File: src/rtl/ringWalkPkg.sv
package ringWalkPkg;
  typedef enum logic [1:0] {
    ST_IDLE  = 2'd0,
    ST_FETCH = 2'd1,
    ST_OWNED = 2'd2,
    ST_WAIT  = 2'd3
  } walkState_t;

  typedef struct packed {
    logic load;
    logic advance;
  } walkStrobe_t;

  localparam logic [1:0] STYLE_COMPACT = 2'd0;
  localparam logic [1:0] STYLE_INVALID = 2'd1;
endpackage

File: src/rtl/ringWalkDatapath.sv
module ringWalkDatapath
  import ringWalkPkg::*;
#(
  parameter int ADDR_W = 32,
  parameter int LEN_W  = 16,
  parameter int EXT_W  = 8
) (
  input  logic              clk,
  input  logic              rstN,
  input  logic [ADDR_W-1:0] cfgBase,
  input  logic [LEN_W-1:0]  cfgLen,
  input  logic [1:0]        cfgStyle,
  input  logic [EXT_W-1:0]  cfgUpper,
  input  walkStrobe_t       strobe,
  output logic              cfgOk,
  output logic [ADDR_W-1:0] curAddr,
  output logic [LEN_W-1:0]  curIdx
);
  localparam int LOW_W = ADDR_W - EXT_W;
  localparam logic [ADDR_W-1:0] NARROW_STEP = ADDR_W'(8);
  localparam logic [ADDR_W-1:0] WIDE_STEP   = ADDR_W'(16);

  logic [ADDR_W-1:0] baseQ, offQ, stepSel;
  logic [LEN_W-1:0]  lenQ, idxQ;
  logic [EXT_W-1:0]  upperQ;
  logic              wideQ, lastEntry;
  logic              styleOk, alignOk, lenOk;

  always_comb begin
    styleOk = (cfgStyle != STYLE_INVALID);
    alignOk = (cfgStyle == STYLE_COMPACT) ? (cfgBase[2:0] == 3'b000)
                                          : (cfgBase[3:0] == 4'b0000);
    lenOk   = (cfgLen != '0);
    cfgOk   = styleOk && alignOk && lenOk;
  end

  assign lastEntry = (idxQ == lenQ - LEN_W'(1));
  assign stepSel   = wideQ ? WIDE_STEP : NARROW_STEP;

  always_ff @(posedge clk or negedge rstN) begin
    if (!rstN) begin
      baseQ  <= '0;
      lenQ   <= '0;
      upperQ <= '0;
      wideQ  <= 1'b0;
      idxQ   <= '0;
      offQ   <= '0;
    end else if (strobe.load) begin
      baseQ  <= cfgBase;
      lenQ   <= cfgLen;
      upperQ <= cfgUpper;
      wideQ  <= (cfgStyle != STYLE_COMPACT);
      idxQ   <= '0;
      offQ   <= '0;
    end else if (strobe.advance) begin
      if (lastEntry) begin
        idxQ <= '0;
        offQ <= '0;
      end else begin
        idxQ <= idxQ + LEN_W'(1);
        offQ <= offQ + stepSel;
      end
    end
  end

  logic [LOW_W-1:0] lowSum;
  assign lowSum  = baseQ[LOW_W-1:0] + offQ[LOW_W-1:0];
  assign curAddr = wideQ ? (baseQ + offQ) : {upperQ, lowSum};
  assign curIdx  = idxQ;


  wrap_to_zero_chk: assert property (@(posedge clk) disable iff (!rstN)
    strobe.advance && !strobe.load && (idxQ == lenQ - LEN_W'(1)) |=> idxQ == '0);

  idx_step_chk: assert property (@(posedge clk) disable iff (!rstN)
    strobe.advance && !strobe.load && (idxQ != lenQ - LEN_W'(1)) |=> idxQ == $past(idxQ) + LEN_W'(1));

  idx_hold_chk: assert property (@(posedge clk) disable iff (!rstN)
    !strobe.load && !strobe.advance |=> $stable(idxQ) && $stable(baseQ) && $stable(lenQ));

  load_zero_chk: assert property (@(posedge clk) disable iff (!rstN)
    strobe.load |=> idxQ == '0 && curAddr[3:0] == $past(cfgBase[3:0]));
endmodule

File: src/rtl/ringWalkControl.sv
module ringWalkControl
  import ringWalkPkg::*;
(
  input  logic        clk,
  input  logic        rstN,
  input  logic        start,
  input  logic        cfgOk,
  input  logic        fetchAck,
  input  logic        fetchOwn,
  input  logic        pollStrobe,
  input  logic        doneStrobe,
  output walkStrobe_t strobe,
  output logic        fetchReq,
  output logic        devOwns,
  output logic        cfgErr
);
  walkState_t stateQ, stateD;
  logic       errD;

  always_comb begin
    stateD         = stateQ;
    errD           = cfgErr;
    strobe.load    = 1'b0;
    strobe.advance = 1'b0;
    if (start) begin
      if (cfgOk) begin
        strobe.load = 1'b1;
        stateD      = ST_FETCH;
        errD        = 1'b0;
      end else begin
        stateD = ST_IDLE;
        errD   = 1'b1;
      end
    end else begin
      unique case (stateQ)
        ST_IDLE:  stateD = ST_IDLE;
        ST_FETCH: if (fetchAck) stateD = fetchOwn ? ST_OWNED : ST_WAIT;
        ST_OWNED: if (doneStrobe) begin
                    strobe.advance = 1'b1;
                    stateD         = ST_FETCH;
                  end
        ST_WAIT:  if (pollStrobe) stateD = ST_FETCH;
        default:  stateD = ST_IDLE;
      endcase
    end
  end

  always_ff @(posedge clk or negedge rstN) begin
    if (!rstN) begin
      stateQ <= ST_IDLE;
      cfgErr <= 1'b0;
    end else begin
      stateQ <= stateD;
      cfgErr <= errD;
    end
  end

  assign fetchReq = (stateQ == ST_FETCH);
  assign devOwns  = (stateQ == ST_OWNED);


  req_hold_chk: assert property (@(posedge clk) disable iff (!rstN)
    fetchReq && !fetchAck && !start |=> fetchReq);

  stall_hold_chk: assert property (@(posedge clk) disable iff (!rstN)
    stateQ == ST_WAIT && !pollStrobe && !start |=> stateQ == ST_WAIT);

  own_hold_chk: assert property (@(posedge clk) disable iff (!rstN)
    devOwns && !doneStrobe && !start |=> devOwns);

  err_idle_chk: assert property (@(posedge clk) disable iff (!rstN)
    cfgErr |-> !fetchReq && !devOwns);

  own_after_ack_chk: assert property (@(posedge clk) disable iff (!rstN)
    fetchReq && fetchAck && fetchOwn && !start |=> devOwns);
endmodule

File: src/rtl/ringWalker.sv
module ringWalker
  import ringWalkPkg::*;
#(
  parameter int ADDR_W = 32,
  parameter int LEN_W  = 16,
  parameter int EXT_W  = 8
) (
  input  logic              clk,
  input  logic              rstN,
  input  logic [ADDR_W-1:0] cfgBase,
  input  logic [LEN_W-1:0]  cfgLen,
  input  logic [1:0]        cfgStyle,
  input  logic [EXT_W-1:0]  cfgUpper,
  input  logic              start,
  input  logic              pollStrobe,
  input  logic              doneStrobe,
  output logic              fetchReq,
  output logic [ADDR_W-1:0] fetchAddr,
  input  logic              fetchAck,
  input  logic              fetchOwn,
  output logic [ADDR_W-1:0] curAddr,
  output logic [LEN_W-1:0]  curIdx,
  output logic              devOwns,
  output logic              cfgErr
);
  walkStrobe_t strobe;
  logic        cfgOk;

  ringWalkControl uCtl (
    .clk(clk), .rstN(rstN), .start(start), .cfgOk(cfgOk),
    .fetchAck(fetchAck), .fetchOwn(fetchOwn),
    .pollStrobe(pollStrobe), .doneStrobe(doneStrobe),
    .strobe(strobe), .fetchReq(fetchReq), .devOwns(devOwns), .cfgErr(cfgErr)
  );

  ringWalkDatapath #(.ADDR_W(ADDR_W), .LEN_W(LEN_W), .EXT_W(EXT_W)) uDp (
    .clk(clk), .rstN(rstN), .cfgBase(cfgBase), .cfgLen(cfgLen),
    .cfgStyle(cfgStyle), .cfgUpper(cfgUpper), .strobe(strobe),
    .cfgOk(cfgOk), .curAddr(curAddr), .curIdx(curIdx)
  );

  assign fetchAddr = curAddr;


  word_align_chk: assert property (@(posedge clk) disable iff (!rstN)
    fetchReq |-> fetchAddr[1:0] == 2'b00);

  stall_index_chk: assert property (@(posedge clk) disable iff (!rstN)
    !fetchReq && !devOwns && !start |=> $stable(curIdx));
endmodule

File: config.mk
export PLATFORM = sky130hd
export DESIGN_NAME = ringWalker
export DESIGN_NICKNAME = d
export VERILOG_FILES = /design/src/rtl/ringWalkPkg.sv /design/src/rtl/ringWalkDatapath.sv /design/src/rtl/ringWalkControl.sv /design/src/rtl/ringWalker.sv
export SDC_FILE = /design/constraint.sdc
export NUM_CORES = 1
export LEC_CHECK = 0
export BUFFER_PORTS_ARGS = -buffer_cell sky130_fd_sc_hd__buf_2
export CORE_ASPECT_RATIO = 1.75
export CORE_MARGIN = 2
export CORE_UTILIZATION = 50
export CTS_BUF_LIST = sky130_fd_sc_hd__clkbuf_8 sky130_fd_sc_hd__clkbuf_16
export DETAILED_ROUTE_END_ITERATION = 8
export HOLD_SLACK_MARGIN = 0.05
export PLACE_DENSITY_LB_ADDON = 0.2
export SYNTH_ARGS = -nofsm -noshare
export SYNTH_HDL_FRONTEND = slang
export SYNTH_HIERARCHICAL = 1
export SYNTH_SLANG_ARGS = --single-unit
File: constraint.sdc
create_clock -name clk -period 3.3 [get_ports clk]
set_input_delay 0.66 -clock clk [delete_from_list [all_inputs] [get_ports clk]]
set_output_delay 0.66 -clock clk [all_outputs]
set_load 0.03 [all_outputs]
==> Word level (Yosys, flattened, before mapping) <==
Cells that the tools add are included.
{ "totals": {"input_bits": 65, "out_inout_bits": 83, "register_bits": 108, "wordCells": 53} }
{ "classes": {"n_reduce_logical": 10, "addsub": 5, "n_eq_ne": 8, "n_mux": 22} }
{ "ops": {"columns": ["op", "count"], "rows": [
  ["32-bit two-way mux", 4],
  ["32-bit adder", 2],
  ["16-bit two-way mux", 3],
  ["24-bit adder", 1],
  ["16-bit by 1-bit adder with 16-bit output (second input constant)", 1],
  ["16-bit == test", 1],
  ["16-bit nonzero test", 1],
  ["16-bit by 1-bit subtractor with 16-bit output (second input constant)", 1],
  ["1-bit two-way mux", 9],
  ["2-bit two-way mux", 4],
  ["2-bit case mux with 4 select lines", 1],
  ["3-bit inequality test (second input constant)", 2],
  ["5-bit two-way mux", 1],
  ["2-bit == test (second input constant)", 2],
  ["2-bit zero test", 2],
  ["4-bit zero test", 1],
  ["2-bit nonzero test", 2],
  ["3-bit zero test", 1],
  ["3-bit by 2-bit inequality test with 1-bit output (second input constant)", 1],
  ["3-bit AND reduction", 1],
  ["2-bit by 1-bit == test with 1-bit output (second input constant)", 1],
  ["1-bit logical AND", 2],
  ["2-bit by 1-bit inequality test with 1-bit output (second input constant)", 1]
]} }

==> Depth between registers and ports, before layout <==
Gate-level depths: netlist (run 1).
{ "depth": {"depth_word": 7, "depth_mapped": 11, "depth_no_buf": 10} }

==> Cells and area by module <==
Netlist (run 1), hierarchy kept.
{ "by_module_without_submodules": {"columns": ["module", "area_per_inst_um2", "seq_area_each_um2", "n_inst", "cells_each"], "rows": [
  ["ringWalkDatapath", 6267.3, 2552.4, 1, 632],
  ["ringWalker", 240.2, 0.0, 1, 32],
  ["ringWalkControl", 181.4, 75.1, 1, 17]
]} }

==> Least setup slack after synthesis (run 1) <==
No wires, ideal clock.
{ "synth_path": {"path_type": "reg2out", "from": "reg uDp.offQ[7]", "to": "out fetchAddr[30]", "path_slack_ns": -0.837, "required_time_ns": 2.640, "stages_incl_launch_ff": 11, "n_path_buf": 1, "t_arrival_ns": 3.477, "cell_sequence": "dfrtp_1 ha_1 and3_1 a2111oi_2 nor4_1 or2_2 a21oi_1 a311o_1 a21oi_1 o31ai_1 buf_4"} }
{ "synth_via": {"elab_chain_cells": 2} }
{ "synth_rtl": {"columns": ["item", "line", "text"], "rows": [
  ["from (decl)", "ringWalkDatapath.sv:23", "logic [ADDR_W-1:0] baseQ, offQ, stepSel;"],
  ["from (signal assigned)", "ringWalkDatapath.sv:61", "offQ <= offQ + stepSel;"],
  ["32-bit adder", "ringWalkDatapath.sv:68", "assign curAddr = wideQ ? (baseQ + offQ) : {upperQ, lowSum};"],
  ["32-bit two-way mux", "ringWalkDatapath.sv:68", null],
  ["to (decl)", "ringWalker.sv:18", "output logic [ADDR_W-1:0] fetchAddr,"]
]} }
Every way passes these cells.

==> Final worst setup path (run 1) <==
{ "layout_path": {"from": "reg uDp.baseQ[4]", "to": "out fetchAddr[29]"} }
{ "layout_via": {"elab_chain_cells": 2} }
{ "layout_rtl": {"columns": ["item", "line", "text"], "rows": [
  ["from (decl)", "ringWalkDatapath.sv:23", null],
  ["from (signal assigned)", "ringWalkDatapath.sv:49", "baseQ <= cfgBase;"],
  ["32-bit adder", "ringWalkDatapath.sv:68", null],
  ["32-bit two-way mux", "ringWalkDatapath.sv:68", null]
]} }
Every way passes these cells.

==> summary.txt, run 1 <==
Setup path
  • Critical path arrival: 3080 ps
  • Critical-path maximum fanout: 4
  • R2R cell count: 11
  • Crit-path cells: ha_4 > a21o_1 > a2111oi_4 > nor4_2 > or2_4 > a21oi_4 > a31oi_2 > and4b_1 > or3_4 > buf_6
  • CP Class: reg -> out
  • CP required: 2640 ps
  • Crit-path slowest cell: a2111oi_4
  • Startpoint types: register
  • Worst setup EP type: output pin
  • Max incr delay on CP: 430 ps

Synth
  • Largest area contributor in the netlist: dfrtp_1
  • Seq cells post-synth: 105
  • Async SR Flop Fraction: 1.00
  • Gate Count Post-Synth: 681
  • Top post-synthesis cells by area: dfrtp_1 39%, mux2_2 9.3%, ha_1 6.0%
  • Synth top cells by count: 105 x dfrtp_1, 69 x nor2_1, 55 x mux2_2
  • Top_reg_cell synth: dfrtp_1
  • Yosys top cell area share: 0.393
  • Sequential share of the synthesized area: 0.393
  • Yosys warns: 6
  • Number of distinct library cells after synthesis: 61
  • Top-count cell post-synth: dfrtp_1
  • Post-synth EDFFs: 0
  • Syn Area/Cell: 9.82 sq um
  • Netlist Area Pre-Place: 0.00669 sq mm
  • Mapped Nets: 779

Route
  • Met2 wire length: 9.49 mm
  • DR DRC count: 0
  • Post-Route M1 WL: 6.16 mm
  • Drt total wl: 16.7 mm
  • Uppermost layer routed: met4
  • ANT nets after route: 0
  • Wire per inst: 16.3 um
  • Met3 WL: 537 um
  • DR vias: 5607
  • First-pass DRT Iterations: 5
  • Vias per cell: 5.49
  • DR iter-0 viols: 236

Cells and area
  • Finished Cell Area: 0.00872 sq mm
  • Layout cells sized above 1: 0.395
  • Area Overhead vs Synth: 30.3%
  • ANT cells: 0
  • Final nets: 944
  • Layout fillers: 1038

Floorplan
  • Rows: 55
  • Starting Density: 0.514
  • Core footprint: 0.0130 sq mm
  • Die width: 91.4 um
  • Die Area: 0.0144 sq mm
  • Die Height: 157 um
  • Boundary Pins: 148

Power and ir drop
  • Clk network pwr share: 0.252
  • Peak supply drop: 0.419 mV
  • Switching share of total power: 0.371
  • P_sw: 1.77 mW
  • LEAKAGE: 4.23 nW
  • Gate power share: 0.405
  • P_int: 2.99 mW
  • Total power: 4.76 mW
  • Pwr/cell area: 546 mW/mm^2
  • Sequential Power Share: 0.343

Timing
  • Final min period: 3740 ps
  • Hold Fails Final Rpt: 0
  • Slew Limit Fails: 0
  • Final worst-path cycle share: 1.13
  • Setup violators final: 38
  • Layout Skew: 12.4 ps
  • Worst-Margin Slew: 743 ps
  • Rel. slew slack: 0.505
  • RSZ-0062 raised after global routing: true
  • Worst setup margin: -437 ps
  • Maximum clock rate: 268 MHz

Clock network
  • Clock buffer depth: 2
  • CTS Buf Count: 9
  • Worst-skew pair later-pin latency: 350 ps
  • CTS clk-pin slew, worst paths: 80 ps
  • CTS tree: done
  • Htree depth: 3
  • # clock sinks: 105
  • Clock root buffer: clkbuf_16

GRT
  • Total gr overflow: 0
  • Initial antenna violation count: 0
  • Largest net degree at the start of global routing: 55
  • Vias in the first global route: 5861
  • Total Routing Usage GR: 0.234
  • First-pass GRT wire length: 27.3 mm

Outcome
  • Failing checks: negative setup slack
  • Outcome: finished with violations

Place
  • Final HPWL DP: 12.4 mm
  • Port Buf Inserts: 147
  • Placement Cell Area: 0.00787 sq mm
  • Pre-CTS setup slack: -169 ps
  • Routability cong.: 0.839

Min path
  • Hold Crit Class: in -> async

Run
  • Maxcap violations: 0
## cell families after synthesis
logic type | synth area share
buf+inv | 0.0623
flops | 0.393
simple gates | 0.181
compound gates | 0.0958
mux | 0.102
fa+ha+maj | 0.0629
xor+xnor | 0.103
## layout make-up
| cell class | count | area [sq um] | share of cell area |
|---|---|---|---|
| clock buffer | 9 | 225 | 0.0258 |
| sequential | 105 | 2630 | 0.301 |
| inverter | 16 | 60.1 | 0.00689 |
| timing repair buffer | 211 | 1460 | 0.168 |
| multi-input combinational | 503 | 4020 | 0.461 |
| tap | 171 | 214 | 0.0245 |
| clock inverter | 7 | 111 | 0.0128 |
## critical path: cells and delay by family (launching register included)
family	cells	cell delay, ps
compound gates	4	950
fa+ha+maj	1	250
buf+inv	1	150
flops	1	420
simple gates	4	940
## power groups by stage
stage | sequential [mW] | clock, mW | combinational, mW
final | 1.63 | 1.20 | 1.93
after global routing | 1.67 | 1.28 | 2.05
after CTS | 1.64 | 1.23 | 1.86
after detailed placement | 1.66 | 0 | 1.69
after global placement | 1.65 | 0 | 1.65
after floorplan | 1.61 | 0 | 1.37
## placed cells by master (no fill, tap or decap), drive strengths merged, types with 3 or more instances in the layout
master,Yosys,layout
buf,39,208
dfrtp,105,105
nor2,69,69
mux2,56,56
xor2,44,44
nand2,39,39
xnor2,35,35
ha,32,32
o21ai,26,26
nand3,25,25
a21oi,25,25
inv,16,19
nand4,16,16
and3,14,14
a21o,13,13
clkbuf,18,12
nor4,12,12
nor3,11,11
nand2b,10,10
nor2b,8,8
mux2i,5,5
and4,5,5
o21bai,5,5
a22oi,4,4
nor4b,4,4
or4,4,4
a31oi,4,4
a31o,3,3
nand3b,3,3
## per-layer routing
layer  vias to the layer above  track usage
li1                       2694            -
met3                        38       0.0369
met4                         0       0.0909
met1                      2741        0.248
met2                       134        0.456
met5                         -            0
## flip-flops by register name, indices dropped and copies added, names as in the netlist
name / cells
uDp/wideQ: 1
uCtl/stateQ: 2
uDp/baseQ: 32
uDp/curIdx: 16
uDp/offQ: 29
uDp/upperQ: 8
uCtl/cfgErr: 1
uDp/lenQ: 16
## through the flow
step / TNS, ps / hold WS [ps] / std cells / util
3_5_place_dp: -1580 / 498 / 995 / 0.605
4_1_cts: -11080 / 399 / 1019 / 0.658
6_report: -9940 / 366 / 1022 / 0.670
2_1_floorplan: -155 / 364 / 681 / -
5_1_grt: -14700 / 421 / 1022 / 0.670
3_3_place_gp: -898 / 489 / 995 / 0.605
## timing repair
action / CTS / global route
resized for setup: 76 / 35
buffers inserted: 8 / 3
hold buffers: 0 / 0
gates cloned: 0 / 0
pin swaps: 23 / 12
setup endpoints to repair: 40 / 42
hold endpoints to repair: 0 / 0
## final timing paths
check	start	end	slack, ps
max	uDp/baseQ[4]$_DFFE_PN0P_	fetchAddr[29]	-440
max reg2reg	uDp/lenQ[0]$_DFFE_PN0P_	uDp/curIdx[6]$_DFFE_PN0P_	200
max in group asynchronous	rstN	uDp/baseQ[18]$_DFFE_PN0P_	2220
min	rstN	uDp/curIdx[15]$_DFFE_PN0P_	370
min in group clk	uDp/upperQ[6]$_DFFE_PN0P_	uDp/upperQ[6]$_DFFE_PN0P_	510
min reg2reg	uDp/upperQ[6]$_DFFE_PN0P_	uDp/upperQ[6]$_DFFE_PN0P_	510
No activity file was read; power rests on OpenSTA's default activity.
==> inputs of run 2 (changes only) <==
--- a/config.mk
+++ b/config.mk
@@ -6,13 +6,13 @@
 export NUM_CORES = 1
 export LEC_CHECK = 0
 export BUFFER_PORTS_ARGS = -buffer_cell sky130_fd_sc_hd__buf_2
-export CORE_ASPECT_RATIO = 1.75
 export CORE_MARGIN = 2
 export CORE_UTILIZATION = 50
 export CTS_BUF_LIST = sky130_fd_sc_hd__clkbuf_8 sky130_fd_sc_hd__clkbuf_16
 export DETAILED_ROUTE_END_ITERATION = 8
 export HOLD_SLACK_MARGIN = 0.05
 export PLACE_DENSITY_LB_ADDON = 0.2
+export SETUP_SLACK_MARGIN = 0.5
 export SYNTH_ARGS = -nofsm -noshare
 export SYNTH_HDL_FRONTEND = slang
 export SYNTH_HIERARCHICAL = 1
==> summary.txt, run 2 (same netlist as run 1, synthesis figures left out) <==
Floorplan
  • Rows: 42 (-24%)
  • Die Height: 120 um (-24%)
  • Boundary Pins: 148 (unchanged)
  • Die width: 120 um (+31%)
  • Core footprint: 0.0131 sq mm (+1.0%)
  • Starting Density: 0.509 (-0.00514)
  • Die Area: 0.0143 sq mm (-0.25%)

Setup path
  • CP Class: reg -> out
  • Largest delay share family, worst path: compound AO/OA/AOI/OAI gates
  • Max incr delay on CP: 490 ps (+60 ps)
  • CP required: 2640 ps (about the same)
  • Critical path arrival: 3140 ps (+60 ps)
  • Crit-path slowest cell: a2111oi_4
  • Buffers and inverters on the worst path: 1 (unchanged)
  • Critical-path maximum fanout: 3 (-1)
  • Startpoint types: register
  • Worst setup EP type: output pin
  • R2R cell count: 11 (unchanged)
  • Crit-path cells: ha_4 > a21o_1 > a2111oi_4 > nor4_2 > or2_4 > a21oi_4 > a31oi_4 > and4b_1 > or3_4 > buf_6
  • CP Depth: 10 (unchanged)

Clock network
  • Htree depth: 3 (unchanged)
  • Clock root buffer: clkbuf_16
  • CTS Buf Count: 9 (unchanged)
  • Clock buffer depth: 2 (unchanged)
  • Worst-skew pair later-pin latency: 370 ps (+20 ps)
  • # clock sinks: 105 (unchanged)
  • CTS tree: done
  • CTS clk-pin slew, worst paths: 70 ps (about the same)

Timing
  • Setup violators final: 42 (+11%)
  • Slew Limit Fails: 0 (unchanged)
  • RSZ-0062 raised after global routing: true
  • Final min period: 3800 ps (+64.7 ps)
  • Layout Skew: 6.89 ps (-5.54 ps)
  • Maximum clock rate: 263 MHz (-1.7%)
  • Hold Fails Final Rpt: 0 (unchanged)
  • Minimum hold slack: 318 ps (-47.8 ps)
  • Worst-Margin Slew: 930 ps (+187 ps)
  • Worst setup margin: -502 ps (-64.7 ps)
  • Rel. slew slack: 0.379 (-0.126)
  • Final worst-path cycle share: 1.15 (+0.0196)

Cells and area
  • Most frequent cells in the layout: 103 x dfrtp_1, 96 x buf_2, 68 x buf_6
  • Area occupied by registers: 0.00263 sq mm (about the same)
  • Largest Register: uDp/baseQ
  • Layout cells sized above 1: 0.498 (+0.103)
  • Layout fillers: 895 (-14%)
  • Multi-input gate area: 0.00472 sq mm (+18%)
  • Area Overhead vs Synth: 46.7%
  • Regs by FF count: uDp/baseQ: 32 flops, uDp/offQ: 29 flops
  • Final nets: 958 (+1.5%)
  • Finished Cell Area: 0.00981 sq mm (+13%)
  • Flip-flop count of the largest register after layout: 32 (unchanged)
  • ANT cells: 0 (unchanged)
  • Commonest non-fill, non-tap cell in the layout: dfrtp_1
  • Final standard cell utilization of the core: 0.747 (+0.0765)

GRT
  • Total Routing Usage GR: 0.247 (+0.0131)
  • Met2 Track Usage GR: 0.434 (-0.0212)
  • Total gr overflow: 0 (unchanged)
  • Most Crowded Layer GR: met2
  • First-pass GRT wire length: 28.5 mm (+4.4%)
  • GRT met1 Usage: 0.311 (+0.0638)
  • Largest net degree at the start of global routing: 59 (+7.3%)
  • Vias in the first global route: 5794 (-1.1%)
  • Initial antenna violation count: 0 (unchanged)
  • Met3 Use GR: 0.0513 (+0.0145)

Route
  • Vias per cell: 5.59 (+1.8%)
  • Wire per inst: 17.6 um (+8.0%)
  • First-pass DRT Iterations: 4 (-1)
  • DR DRC count: 0 (unchanged)
  • Drt total wl: 18.3 mm (+10%)
  • ANT nets after route: 0 (unchanged)
  • DR vias: 5816 (+3.7%)
  • DR iter-0 viols: 367 (+56%)

Power and ir drop
  • Pwr/cell area: 524 mW/mm^2 (-4.0%)
  • P_sw: 1.88 mW (+6.3%)
  • P_int: 3.26 mW (+9.1%)
  • Peak supply drop: 0.430 mV (+2.6%)
  • LEAKAGE: 4.41 nW (+4.4%)
  • Clk network pwr share: 0.250 (-0.002)
  • Sequential Power Share: 0.320 (-0.023)
  • Gate power share: 0.429 (+0.024)
  • Switching share of total power: 0.365 (-0.00597)

Place
  • Final HPWL DP: 11.5 mm (-7.2%)
  • Placement Cell Area: 0.00814 sq mm (+3.5%)
  • Port Buf Inserts: 147 (unchanged)
  • Routability cong.: 0.904 (+7.8%)

Outcome
  • Failing checks: negative setup slack
  • Outcome: finished with violations

Run
  • Maxcap violations: 0 (unchanged)

Min path
  • Hold Crit Class: in -> async
[run 2: layout make-up]
| cell class | count | share of cell area |
|---|---|---|
| Multi-Input combinational cell | 503 | 0.481 |
| Sequential cell | 105 | 0.268 |
| Timing Repair Buffer | 225 | 0.186 |
| Clock buffer | 10 | 0.0244 |
| Tap cell | 176 | 0.0224 |
| Clock inverter | 6 | 0.0116 |
| Inverter | 16 | 0.00612 |
[run 2: metal layers]
layer	vias up	wire [um]	share of wire
met1	2912	7480	0.41
met3	17	881	0.048
met2	151	9690	0.53
met4	0	265	0.014
li1	2736	-	-
met5	-	0	0
[run 2: repair_timing]
action	CTS	global route
hold buffers	0	0
pin swaps	48	41
gates cloned	4	1
endpoints found under the hold margin	0	0
endpoints found under the setup margin	95	95
gates resized for setup	178	87
buffers inserted	25	8
[run 2: path summary, 6_finish.rpt]
kind                                                 from                        end  slack, ps
worst max register to register    uDp/lenQ[5]$_DFFE_PN0P_   uDp/offQ[28]$_DFFE_PN0P_        330
min in group clk                uDp/upperQ[0]$_DFFE_PN0P_  uDp/upperQ[0]$_DFFE_PN0P_        510
worst max-delay path             uDp/baseQ[4]$_DFFE_PN0P_                curAddr[29]       -500
worst min register to register  uDp/upperQ[0]$_DFFE_PN0P_  uDp/upperQ[0]$_DFFE_PN0P_        510
worst min-delay path                                 rstN  uDp/baseQ[17]$_DFFE_PN0P_        320
max in group asynchronous                            rstN   uDp/offQ[19]$_DFFE_PN0P_       2230
[run 2: metrics by stage]
| stage | TNS [ps] | total power [mW] | worst slack (ps) | std cells |
|---|---|---|---|---|
| 6_report | -13230 | 5.14 | -502 | 1041 |
| 5_1_grt | -18090 | 5.37 | -631 | 1041 |
| 4_1_cts | -11150 | 5.08 | -451 | 1032 |
| 3_5_place_dp | -601 | 3.44 | -112 | 987 |
| 3_3_place_gp | -290 | 3.40 | -92.2 | 987 |
| 2_1_floorplan | -117 | 3.17 | -46.4 | 681 |
[run 2: power groups by stage]
stage          sequential, mW  combinational [mW]  clock (mW)
4_1_cts                  1.64                2.12        1.31
3_5_place_dp             1.67                1.77           0
2_1_floorplan            1.62                1.54           0
3_3_place_gp             1.66                1.74           0
5_1_grt                  1.67                2.34        1.36
6_report                 1.65                2.21        1.29
==> inputs of run 3 (changes only) <==
--- a/config.mk
+++ b/config.mk
@@ -5,9 +5,10 @@
 export SDC_FILE = /design/constraint.sdc
 export NUM_CORES = 1
 export LEC_CHECK = 0
-export BUFFER_PORTS_ARGS = -buffer_cell sky130_fd_sc_hd__buf_2
+export ABC_AREA = 1
+export BUFFER_PORTS_ARGS = -buffer_cell sky130_fd_sc_hd__buf_4
 export CORE_MARGIN = 2
-export CORE_UTILIZATION = 50
+export CORE_UTILIZATION = 51
 export CTS_BUF_LIST = sky130_fd_sc_hd__clkbuf_8 sky130_fd_sc_hd__clkbuf_16
 export DETAILED_ROUTE_END_ITERATION = 8
 export HOLD_SLACK_MARGIN = 0.05
==> summary.txt, run 3 <==
Synth
  • Post-synth EDFFs: 0 (unchanged)
  • Sequential share of the synthesized area: 0.337 (-0.0562)
  • Mapped Nets: 1106 (+42%)
  • Top-count cell post-synth: nand2_1
  • Seq cells post-synth: 105 (unchanged)
  • Syn Area/Cell: 7.74 sq um (-21%)
  • Top_reg_cell synth: dfrtp_1
  • Largest area contributor in the netlist: dfrtp_1
  • Synth top cells by count: 248 x nand2_1, 105 x dfrtp_1, 89 x inv_1
  • Yosys warns: 6 (unchanged)
  • Netlist Area Pre-Place: 0.00780 sq mm (+17%)
  • Async SR Flop Fraction: 1.00 (unchanged)
  • Number of distinct library cells after synthesis: 43 (-30%)
  • Top post-synthesis cells by area: dfrtp_1 34%, nand2_1 12%, mux2_2 5.2%
  • Yosys top cell area share: 0.337 (-0.0562)
  • Gate Count Post-Synth: 1008 (+48%)

Timing
  • Final worst-path cycle share: 0.951 (-0.201)
  • RSZ-0062 raised after global routing: true
  • Total negative slack: 0 ps (+13230 ps)
  • Setup violators final: 0 (-100%)
  • Rel. slew slack: 0.619 (+0.240)
  • Worst setup margin: 163 ps (+665 ps)
  • Final min period: 3140 ps (-665 ps)
  • Maximum clock rate: 319 MHz (+21%)
  • Worst-Margin Slew: 567 ps (-363 ps)
  • Layout Skew: 9.46 ps (+2.57 ps)
  • Minimum hold slack: 253 ps (-64.8 ps)
  • Slew Limit Fails: 0 (unchanged)
  • Hold Fails Final Rpt: 0 (unchanged)

GRT
  • Most Crowded Layer GR: met2
  • Met3 Use GR: 0.0401 (-0.0113)
  • GRT met1 Usage: 0.371 (+0.0594)
  • Met2 Track Usage GR: 0.463 (+0.0288)
  • First-pass GRT wire length: 35.9 mm (+26%)
  • Total gr overflow: 0 (unchanged)
  • Initial antenna violation count: 0 (unchanged)
  • Vias in the first global route: 7185 (+24%)
  • Largest net degree at the start of global routing: 52 (-12%)
  • Total Routing Usage GR: 0.281 (+0.0334)

Floorplan
  • Die Height: 128 um (+6.7%)
  • Starting Density: 0.517 (+0.00810)
  • Core footprint: 0.0151 sq mm (+15%)
  • Boundary Pins: 148 (unchanged)
  • Rows: 45 (+7.1%)
  • Die width: 128 um (+6.7%)
  • Die Area: 0.0163 sq mm (+14%)

Place
  • Port Buf Inserts: 147 (unchanged)
  • Pre-CTS setup slack: 221 ps (+332 ps)
  • Final HPWL DP: 16.1 mm (+39%)
  • Routability cong.: 0.926 (+2.4%)
  • Placement Cell Area: 0.00893 sq mm (+9.7%)
  • Placed instance count: 1296 (+31%)

Setup path
  • Worst r2r src: uDp/wideQ$_DFFE_PN0P_
  • Critical path arrival: 2480 ps (-660 ps)
  • CP Class: reg -> out
  • Worst setup EP type: output pin
  • Critical-path maximum fanout: 4 (+1)
  • R2R Setup Slk: 780 ps (+450 ps)
  • R2R cell count: 9 (-2)
  • R2r endpoint: uDp/offQ[20]$_DFFE_PN0P_
  • CP required: 2640 ps (about the same)
  • Startpoint types: register

Route
  • Drt total wl: 24.5 mm (+34%)
  • ANT nets after route: 0 (unchanged)
  • DR iter-0 viols: 688 (+87%)
  • DR vias: 7731 (+33%)
  • First-pass DRT Iterations: 7 (+3)
  • DR DRC count: 0 (unchanged)
  • Vias per cell: 5.66 (+1.2%)
  • Wire per inst: 17.9 um (+1.7%)

Cells and area
  • ANT cells: 0 (unchanged)
  • Most frequent cells in the layout: 220 x nand2_1, 176 x buf_4, 87 x inv_1
  • Finished Cell Area: 0.0107 sq mm (+9.1%)
  • Flip-flop count of the largest register after layout: 32 (unchanged)
  • Finished Layout Cells: 1367 (+31%)
  • Layout cells sized above 1: 0.426 (-0.0725)
  • Largest Register: uDp/baseQ
  • Commonest non-fill, non-tap cell in the layout: nand2_1
  • Area Overhead vs Synth: 37.1%
  • Final nets: 1272 (+33%)
  • Final standard cell utilization of the core: 0.709 (-0.0377)
  • Regs by FF count: uDp/baseQ: 32 flops, uDp/offQ: 29 flops

Clock network
  • Clock root buffer: clkbuf_16
  • Htree depth: 3 (unchanged)
  • CTS Buf Count: 9 (unchanged)
  • Worst-skew pair later-pin latency: 360 ps (about the same)
  • CTS tree: done
  • Clock buffer depth: 2 (unchanged)
  • Post-CTS Hold Buffers: 0 (unchanged)
  • # clock sinks: 105 (unchanged)
  • CTS clk-pin slew, worst paths: 70 ps (about the same)

Run
  • Maxcap violations: 0 (unchanged)

Outcome
  • Outcome: finished clean

Power and ir drop
  • Pwr/cell area: 549 mW/mm^2 (+4.8%)
  • Peak supply drop: 0.360 mV (-16%)
  • Total power: 5.88 mW (+14%)
  • LEAKAGE: 4.63 nW (+4.9%)

Min path
  • Hold Crit Class: in -> async
==> run 3: layer usage <==
metal | routed length (um) | up-vias | part of all wire
met2 | 11700 | 354 | 0.48
li1 | - | 3615 | -
met4 | 1050 | 0 | 0.043
met5 | 0 | - | 0
met1 | 10300 | 3673 | 0.42
met3 | 1380 | 89 | 0.057
==> run 3: repair_timing <==
action                     in CTS  in global routing
pin swaps                      43                 31
setup buffers                  43                 11
setup endpoints to repair      50                 73
gates resized for setup       171                 78
gates cloned                    0                  1
==> run 3: layout make-up <==
class,count,area (sq um)
clock buffers,10,239
clock inverters,6,66.3
fillers,1147,4390
inverters,91,342
multi-input cells,757,5430
flip-flops and latches,105,2660
well taps,188,235
repair buffers,210,1720
==> run 3: cell families after synthesis <==
group,count (synthesis),synth area share
flip-flops,105,0.337
XOR/XNOR,66,0.0741
AO/OA/AOI/OAI,156,0.126
adder cells (fa/ha/maj),33,0.0539
multiplexers,36,0.0519
AND/OR/NAND/NOR,465,0.262
buffers and inverters,147,0.0951
==> run 3: worst max-delay path by stage <==
stage,startpoint,end,slack [ps],cells after the start
after floorplan,uDp/offQ[5]$_DFFE_PN0P_,fetchAddr[24],370,8
after global routing,uDp/offQ[10]$_DFFE_PN0P_,fetchAddr[21],50,13
after detailed placement,cfgStyle[1],uDp/curIdx[6]$_DFFE_PN0P_,220,10
final,uDp/offQ[10]$_DFFE_PN0P_,curAddr[21],160,13
after CTS,uDp/offQ[9]$_DFFE_PN0P_,fetchAddr[24],340,10
after global placement,uDp/offQ[4]$_DFFE_PN0P_,curAddr[23],280,12
==> run 3: worst max-delay path, stage by stage, from the launching register on <==
cell	delay, ps
dfrtp_2	450
ha_4	360
nand2_2	140
nor2_4	150
nand4_1	150
o21ai_2	220
nand2_1	70
inv_1	90
nand2_1	80
nand2_1	70
nand2_1	60
nand2_1	70
inv_1	50
buf_4	160
==> run 3: power breakdown <==
part / total [mW] / internal (mW) / switching, mW / leakage (nW)
registers: 1.75 / 1.51 / 0.242 / 1.30
clock network: 1.10 / 0.611 / 0.494 / 0.147
logic: 3.02 / 1.23 / 1.79 / 3.18
